## config.mk

```make
export PLATFORM = sky130hd
export DESIGN_NAME = cache_maint_engine
export DESIGN_NICKNAME = d
export VERILOG_FILES = /design/src/rtl/cme_pkg.sv /design/src/rtl/cme_regs.sv /design/src/rtl/cme_walker.sv /design/src/rtl/cache_maint_engine.sv
export SDC_FILE = /design/constraint.sdc
export NUM_CORES = 1
export LEC_CHECK = 0
export ABC_AREA = 1
export ABC_CLOCK_PERIOD_IN_PS = 2700
export BUFFER_PORTS_ARGS = -buffer_cell sky130_fd_sc_hd__clkbuf_2
export CORE_ASPECT_RATIO = 2
export CORE_MARGIN = 2
export CORE_UTILIZATION = 50
export CTS_BUF_LIST = sky130_fd_sc_hd__clkbuf_8 sky130_fd_sc_hd__clkbuf_16
export DETAILED_ROUTE_END_ITERATION = 12
export GPL_TIMING_DRIVEN = 0
export PLACE_DENSITY = 0.71
export SYNTH_ARGS = -nofsm -noshare
export SYNTH_HDL_FRONTEND = slang
export SYNTH_SLANG_ARGS = --single-unit
```

## constraint.sdc

```tcl
create_clock -name clk -period 2.7 [get_ports clk]
set_input_delay 0.54 -clock clk [delete_from_list [all_inputs] [get_ports clk]]
set_output_delay 0.54 -clock clk [all_outputs]
set_load 0.1 [all_outputs]
```

## src/rtl/cme_pkg.sv

```systemverilog
package cme_pkg;
  localparam logic [7:0] OFF_GCTRL = 8'h00;
  localparam logic [7:0] OFF_AUX   = 8'h04;
  localparam logic [7:0] OFF_MCTRL = 8'h20;
  localparam logic [7:0] OFF_LO    = 8'h24;
  localparam logic [7:0] OFF_HI    = 8'h28;

  localparam int AUX_EVT_BIT = 23;
  localparam int AUX_ECC_BIT = 8;

  typedef enum logic [1:0] {
    OP_NONE  = 2'd0,
    OP_CLEAN = 2'd1,
    OP_INV   = 2'd2,
    OP_FLUSH = 2'd3
  } maint_op_e;

  typedef enum logic {
    W_IDLE = 1'b0,
    W_RUN  = 1'b1
  } walk_state_e;
endpackage

```

## src/rtl/cme_regs.sv

```systemverilog
module cme_regs
  import cme_pkg::*;
#(
  parameter int ADDR_W = 8,
  parameter int DATA_W = 32,
  parameter int IDX_W  = 30
) (
  input  logic              clk,
  input  logic              rst,
  input  logic              wr_en,
  input  logic [ADDR_W-1:0] wr_addr,
  input  logic [DATA_W-1:0] wr_data,
  input  logic [ADDR_W-1:0] rd_addr,
  output logic [DATA_W-1:0] rd_data,
  input  logic              eng_busy,
  output logic              cache_en,
  output logic              event_en,
  output logic              ecc_en,
  output logic [IDX_W-1:0]  lo_idx,
  output logic [IDX_W-1:0]  hi_idx,
  output logic              scope_q,
  output maint_op_e         op_q,
  output logic              launch,
  output logic              launch_scope,
  output maint_op_e         launch_op
);
  localparam logic [ADDR_W-1:0] A_GCTRL = ADDR_W'(OFF_GCTRL);
  localparam logic [ADDR_W-1:0] A_AUX   = ADDR_W'(OFF_AUX);
  localparam logic [ADDR_W-1:0] A_MCTRL = ADDR_W'(OFF_MCTRL);
  localparam logic [ADDR_W-1:0] A_LO    = ADDR_W'(OFF_LO);
  localparam logic [ADDR_W-1:0] A_HI    = ADDR_W'(OFF_HI);

  logic maint_wr, lo_wr, hi_wr;
  logic [DATA_W-1:0] rd_next;

  // Writes that can disturb a walk are blocked while it runs.
  assign maint_wr     = wr_en && (wr_addr == A_MCTRL) && !eng_busy;
  assign lo_wr        = wr_en && (wr_addr == A_LO) && !eng_busy;
  assign hi_wr        = wr_en && (wr_addr == A_HI) && !eng_busy;
  assign launch_scope = wr_data[3];
  assign launch_op    = maint_op_e'(wr_data[2:1]);
  assign launch       = maint_wr && wr_data[0] && (launch_op != OP_NONE);

  always_ff @(posedge clk) begin
    if (rst) begin
      cache_en <= 1'b0;
      event_en <= 1'b0;
      ecc_en   <= 1'b0;
      lo_idx   <= '0;
      hi_idx   <= '0;
      scope_q  <= 1'b0;
      op_q     <= OP_NONE;
    end else begin
      if (wr_en && (wr_addr == A_GCTRL)) cache_en <= wr_data[0];
      if (wr_en && (wr_addr == A_AUX)) begin
        event_en <= wr_data[AUX_EVT_BIT];
        ecc_en   <= wr_data[AUX_ECC_BIT];
      end
      if (lo_wr) lo_idx <= wr_data[IDX_W-1:0];
      if (hi_wr) hi_idx <= wr_data[IDX_W-1:0];
      if (maint_wr) begin
        scope_q <= launch_scope;
        op_q    <= launch_op;
      end
    end
  end

  always_comb begin
    rd_next = '0;
    if (rd_addr == A_GCTRL) begin
      rd_next[0] = cache_en;
    end else if (rd_addr == A_AUX) begin
      rd_next[AUX_EVT_BIT] = event_en;
      rd_next[AUX_ECC_BIT] = ecc_en;
    end else if (rd_addr == A_MCTRL) begin
      rd_next[3]   = scope_q;
      rd_next[2:1] = op_q;
      rd_next[0]   = eng_busy;
    end else if (rd_addr == A_LO) begin
      rd_next[IDX_W-1:0] = lo_idx;
    end else if (rd_addr == A_HI) begin
      rd_next[IDX_W-1:0] = hi_idx;
    end
  end

  always_ff @(posedge clk) begin
    if (rst) rd_data <= '0;
    else     rd_data <= rd_next;
  end
endmodule

```

## src/rtl/cme_walker.sv

```systemverilog
module cme_walker
  import cme_pkg::*;
#(
  parameter int IDX_W     = 30,
  parameter int SETS_LOG2 = 4,
  parameter int WAYS_LOG2 = 2
) (
  input  logic             clk,
  input  logic             rst,
  input  logic             launch,
  input  logic             launch_scope,
  input  maint_op_e        launch_op,
  input  logic [IDX_W-1:0] lo_idx,
  input  logic [IDX_W-1:0] hi_idx,
  input  logic             cmd_ack,
  output logic             busy,
  output logic             cmd_valid,
  output logic [IDX_W-1:0] cmd_index,
  output maint_op_e        cmd_op
);
  localparam int CUR_W    = IDX_W + 1;
  localparam int GEO_LOG2 = SETS_LOG2 + WAYS_LOG2;
  localparam logic [CUR_W-1:0] WHOLE_LINES = CUR_W'(1) << GEO_LOG2;

  walk_state_e state;
  logic [CUR_W-1:0] cur, lim;

  assign busy = (state == W_RUN);

  always_ff @(posedge clk) begin
    if (rst) begin
      state     <= W_IDLE;
      cur       <= '0;
      lim       <= '0;
      cmd_valid <= 1'b0;
      cmd_index <= '0;
      cmd_op    <= OP_NONE;
    end else begin
      case (state)
        W_IDLE: begin
          if (launch) begin
            state  <= W_RUN;
            cmd_op <= launch_op;
            if (launch_scope) begin
              cur <= {1'b0, lo_idx};
              lim <= {1'b0, hi_idx};
            end else begin
              cur <= '0;
              lim <= WHOLE_LINES;
            end
          end
        end
        W_RUN: begin
          if (cmd_valid) begin
            if (cmd_ack) begin
              cmd_valid <= 1'b0;
              cur       <= cur + 1'b1;
            end
          end else if (cur >= lim) begin
            state <= W_IDLE;
          end else begin
            cmd_valid <= 1'b1;
            cmd_index <= cur[IDX_W-1:0];
          end
        end
        default: state <= W_IDLE;
      endcase
    end
  end
endmodule

```

## src/rtl/cache_maint_engine.sv

```systemverilog
module cache_maint_engine
  import cme_pkg::*;
#(
  parameter int ADDR_W    = 8,
  parameter int DATA_W    = 32,
  parameter int IDX_W     = 30,
  parameter int SETS_LOG2 = 4,
  parameter int WAYS_LOG2 = 2
) (
  input  logic              clk,
  input  logic              rst,
  input  logic              wr_en,
  input  logic [ADDR_W-1:0] wr_addr,
  input  logic [DATA_W-1:0] wr_data,
  input  logic [ADDR_W-1:0] rd_addr,
  output logic [DATA_W-1:0] rd_data,
  output logic              cache_en,
  output logic              event_en,
  output logic              ecc_en,
  output logic              cmd_valid,
  output logic [1:0]        cmd_op,
  output logic [IDX_W-1:0]  cmd_index,
  input  logic              cmd_ack
);
  logic             eng_busy;
  logic [IDX_W-1:0] lo_idx, hi_idx;
  logic             scope_q;
  maint_op_e        op_q;
  logic             launch, launch_scope;
  maint_op_e        launch_op;
  maint_op_e        walk_op;

  cme_regs #(.ADDR_W(ADDR_W), .DATA_W(DATA_W), .IDX_W(IDX_W)) u_regs (
    .clk(clk), .rst(rst),
    .wr_en(wr_en), .wr_addr(wr_addr), .wr_data(wr_data),
    .rd_addr(rd_addr), .rd_data(rd_data),
    .eng_busy(eng_busy),
    .cache_en(cache_en), .event_en(event_en), .ecc_en(ecc_en),
    .lo_idx(lo_idx), .hi_idx(hi_idx),
    .scope_q(scope_q), .op_q(op_q),
    .launch(launch), .launch_scope(launch_scope), .launch_op(launch_op)
  );

  cme_walker #(.IDX_W(IDX_W), .SETS_LOG2(SETS_LOG2), .WAYS_LOG2(WAYS_LOG2)) u_walk (
    .clk(clk), .rst(rst),
    .launch(launch), .launch_scope(launch_scope), .launch_op(launch_op),
    .lo_idx(lo_idx), .hi_idx(hi_idx),
    .cmd_ack(cmd_ack),
    .busy(eng_busy),
    .cmd_valid(cmd_valid), .cmd_index(cmd_index), .cmd_op(walk_op)
  );

  assign cmd_op = walk_op;
endmodule

```

==> impl_metrics.csv <==
group,metric,value,unit
placed_design,place_area,10100,um^2
route,route.detailed.drc,0,
timing,worstMarginPinSlew,0.792,ns
cells_and_area,n_fill_cell,1798,
critical_path,worst_setup_path_end_kind,"flip-flop",
critical_path,cp_common_cell,"nand2_1",
timing,fmax,434,MHz
cts,htreeDepth,4,
cts,insertion_delay,0.45,ns
cells_and_area,diodes,0,
power,powerDensity,521,nW/um^2
run,maxCapViolCount,0,
power,ir_worst_vdd,0.437,mV
global_routing,grt_pass1_vias,8872,
floorplanning,core-area,18200,um^2
cts,numClockSinks,191,
floorplanning,die_h,197,um
global_routing,grt_max_degree,19,
route,vias_per_cell,5.33,
critical_path,cp_slowest_cell,"dfxtp_1",
critical_path,cp-startpoint,"u_walk.lim[23]$_SDFFE_PP0P_",
global_routing,track_usage,0.305,
cts,cts.reportedPaths.clkPinSlew,0.07,ns
route,route.final.wire_length,29.2,mm
route,vias,9103,
cts,clockBufferDepth,2,
yosys,synthArstFlopShare,0,
cells_and_area,layout.nets,1563,
timing,rsz0062_at_grt,"false",
timing,final.min_clock_period,2.30,ns
floorplanning,io_pins,120,
critical_path,r2r_start,"u_walk.lim[23]$_SDFFE_PP0P_",
floorplanning,dieArea,19800,um^2
route,wl_per_cell,17.1,um
critical_path,worstPathArrival,2.62,ns
timing,finalSetupViolations,0,
critical_path,crit_path_max_incr_delay,0.41,ns
floorplanning,rows,70,
floorplanning,start_util,0.510,
global_routing,grt_pass1_wl,45.8,mm
yosys,synth_cells,1345,
critical_path,rr_endpoint,"u_walk.busy$_SDFF_PP0_",
placed_design,io_buffers,115,
timing,layout_worst_path_cycle_share,0.853,
timing,maxSlewViolCount,0,
cts,ctsResizeCount,0,
cells_and_area,area_growth,15.5,%
yosys,seq_area_frac_synth,0.412,
cts,clock-root-buffer,"clkbuf_16",
critical_path,r2r_slack,0.40,ns
critical_path,required,3.01,ns
critical_path,path_cells,"inv_1 -> ha_1 -> nand2_1 -> nor2_1 -> nand2_1 -> nor2_1 -> nand2_1 -> buf_2 -> nand3_1 -> a21oi_1",
route,drt_pre_antenna_iters,6,
worst_hold_path,min_to,"u_regs.hi_idx[15]$_SDFFE_PP0P_",
yosys,synth-edff-count,0,
yosys,yosys_warnings,0,
yosys,synth_area_leaders,"dfxtp_1 41%, nand2_1 11%, nor2_1 9.4%",
worst_hold_path,min_from,"wr_data[15]",
cts,cts_buffers,17,
cells_and_area,drive_above_1_share,0.135,
status,status,"completed",
cts,hold_buffers,0,
critical_path,reg2reg_depth,10,
power,p_leak,4.56,nW
placed_design,gp_congestion,1.04,
placed_design,hpwlAfterDp,23.2,mm
timing,slew-limit-headroom,0.472,
cells_and_area,finalInstanceArea,10700,um^2
yosys,yosysUniqueCellTypes,42,
critical_path,startpoint_type,"flip-flop",
yosys,yosysTopAreaCellShare,0.412,
worst_hold_path,worstHoldPathType,"in -> reg",
route,ant_nets,0,
yosys,ys.flop_type,"dfxtp_1",
global_routing,antenna_found_initial,0,
critical_path,crit_fanout,10,
cts,tritoncts,"built",
timing,skew,0.00696,ns
critical_path,worstSetupPathType,"reg -> reg",
floorplanning,die_w,100,um
yosys,yosys.area.top_type,"dfxtp_1",
timing,final-hold-violation-count,0,
route,initialDrtViolationCount,485,
worst_hold_path,hold_depth,3,
yosys,synth_area,9290,um^2
global_routing,grt-ovfl-total,0,
timing,setup-tns-final,0,ns
yosys,ys_ff_latch,191,
cts,post_cts_buffers,0,
yosys,avgSynthCellArea,6.91,um^2
cells in the mapped netlist, types with 5 or more instances:
cell and count:
nand2_1 268, nor2_1 233, dfxtp_1 191, inv_1 187
o21ai_0 101, a21oi_1 76, nand4_1 40, nand3_1 34
ha_1 31, a22oi_1 30, clkbuf_1 30, buf_2 23
nor3_1 19, a32oi_1 13, xor2_1 8, a31oi_1 6
buf_4 6, buf_6 5, inv_2 5
worst max-delay path, delay by kind of cell, from the launching register on:
kind | cells | cell delay [ns]
adder cells (fa/ha/maj) | 1 | 0.27
buffers and inverters | 2 | 0.34
AO/OA/AOI/OAI | 1 | 0.11
AND/OR/NAND/NOR | 6 | 1.03
flip-flops | 1 | 0.41
logic make-up after synthesis:
kind of cell	count (synthesis)	share of synthesized area
compound gates	240	0.147
other cells	1	0.000404
simple gates	612	0.276
buf+inv	261	0.115
xor+xnor	9	0.00848
flops	191	0.412
fa+ha+maj	31	0.0417
flip-flops by register name, summed over array words and instances, names as in the netlist:
register	cells
u_walk.cmd_valid	1
u_regs.scope_q	1
u_regs.cache_en	1
u_walk.cmd_op	2
u_walk.cur	31
u_regs.hi_idx	30
u_regs.ecc_en	1
u_regs.op_q	2
u_regs.rd_data	30
u_regs.lo_idx	30
u_regs.event_en	1
u_walk.lim	30
u_walk.cmd_index	30
u_walk.busy	1
worst max-delay path by stage:
stage / slack, ns / cells after the start / endpoint
final: 0.40 / 10 / u_walk.busy$_SDFF_PP0_
after global routing: 0.29 / 11 / u_walk.busy$_SDFF_PP0_
after CTS: 0.43 / 11 / u_walk.busy$_SDFF_PP0_
after detailed placement: 0.36 / 7 / u_regs.rd_data[5]$_SDFF_PP0_
after global placement: 0.39 / 7 / u_regs.rd_data[5]$_SDFF_PP0_
after floorplan: 0.83 / 6 / u_walk.cur[29]$_SDFFE_PP0P_
final cells by class:
type | count | area [um^2] | share of cell area
clock buffers | 18 | 439 | 0.0409
flip-flops and latches | 191 | 3820 | 0.356
plain buffers | 68 | 344 | 0.0321
repair buffers | 115 | 576 | 0.0536
clock inverters | 14 | 149 | 0.0139
multi-input cells | 894 | 4400 | 0.410
well taps | 216 | 270 | 0.0252
inverters | 193 | 724 | 0.0675
per-stage QoR:
stage | instances | setup slack [ns] | power (mW) | util | hold WS [ns]
2_1_floorplan | 1346 | 0.828 | 3.00 | - | 0.439
3_3_place_gp | 1677 | 0.393 | 3.10 | 0.557 | 0.455
3_5_place_dp | 1677 | 0.363 | 3.10 | 0.557 | 0.462
4_1_cts | 1709 | 0.429 | 5.60 | 0.589 | 0.345
5_1_grt | 1709 | 0.288 | 5.74 | 0.589 | 0.365
6_report | 1709 | 0.396 | 5.59 | 0.589 | 0.345
cell usage in the layout (no fill, tap or decap), types with 31 or more instances in the layout:
cell,n
nand2_1,268
nor2_1,233
dfxtp_1,191
inv_1,187
clkbuf_2,115
o21ai_0,101
a21oi_1,76
nand4_1,40
nand3_1,34
ha_1,31
power breakdown:
part,internal (mW),switching (mW)
registers,2.82,0.00275
clock network,1.33,1.22
logic,0.0638,0.154
total,4.21,1.38
routing by layer:
layer / global-route usage / part of all wire / vias to the layer above
li1: - / - / 4593
met1: 0.306 / 0.35 / 4022
met2: 0.543 / 0.52 / 357
met3: 0.0411 / 0.047 / 131
met4: 0.254 / 0.087 / 0
met5: 0 / 0 / -
Power figures use the tool's default switching activity.
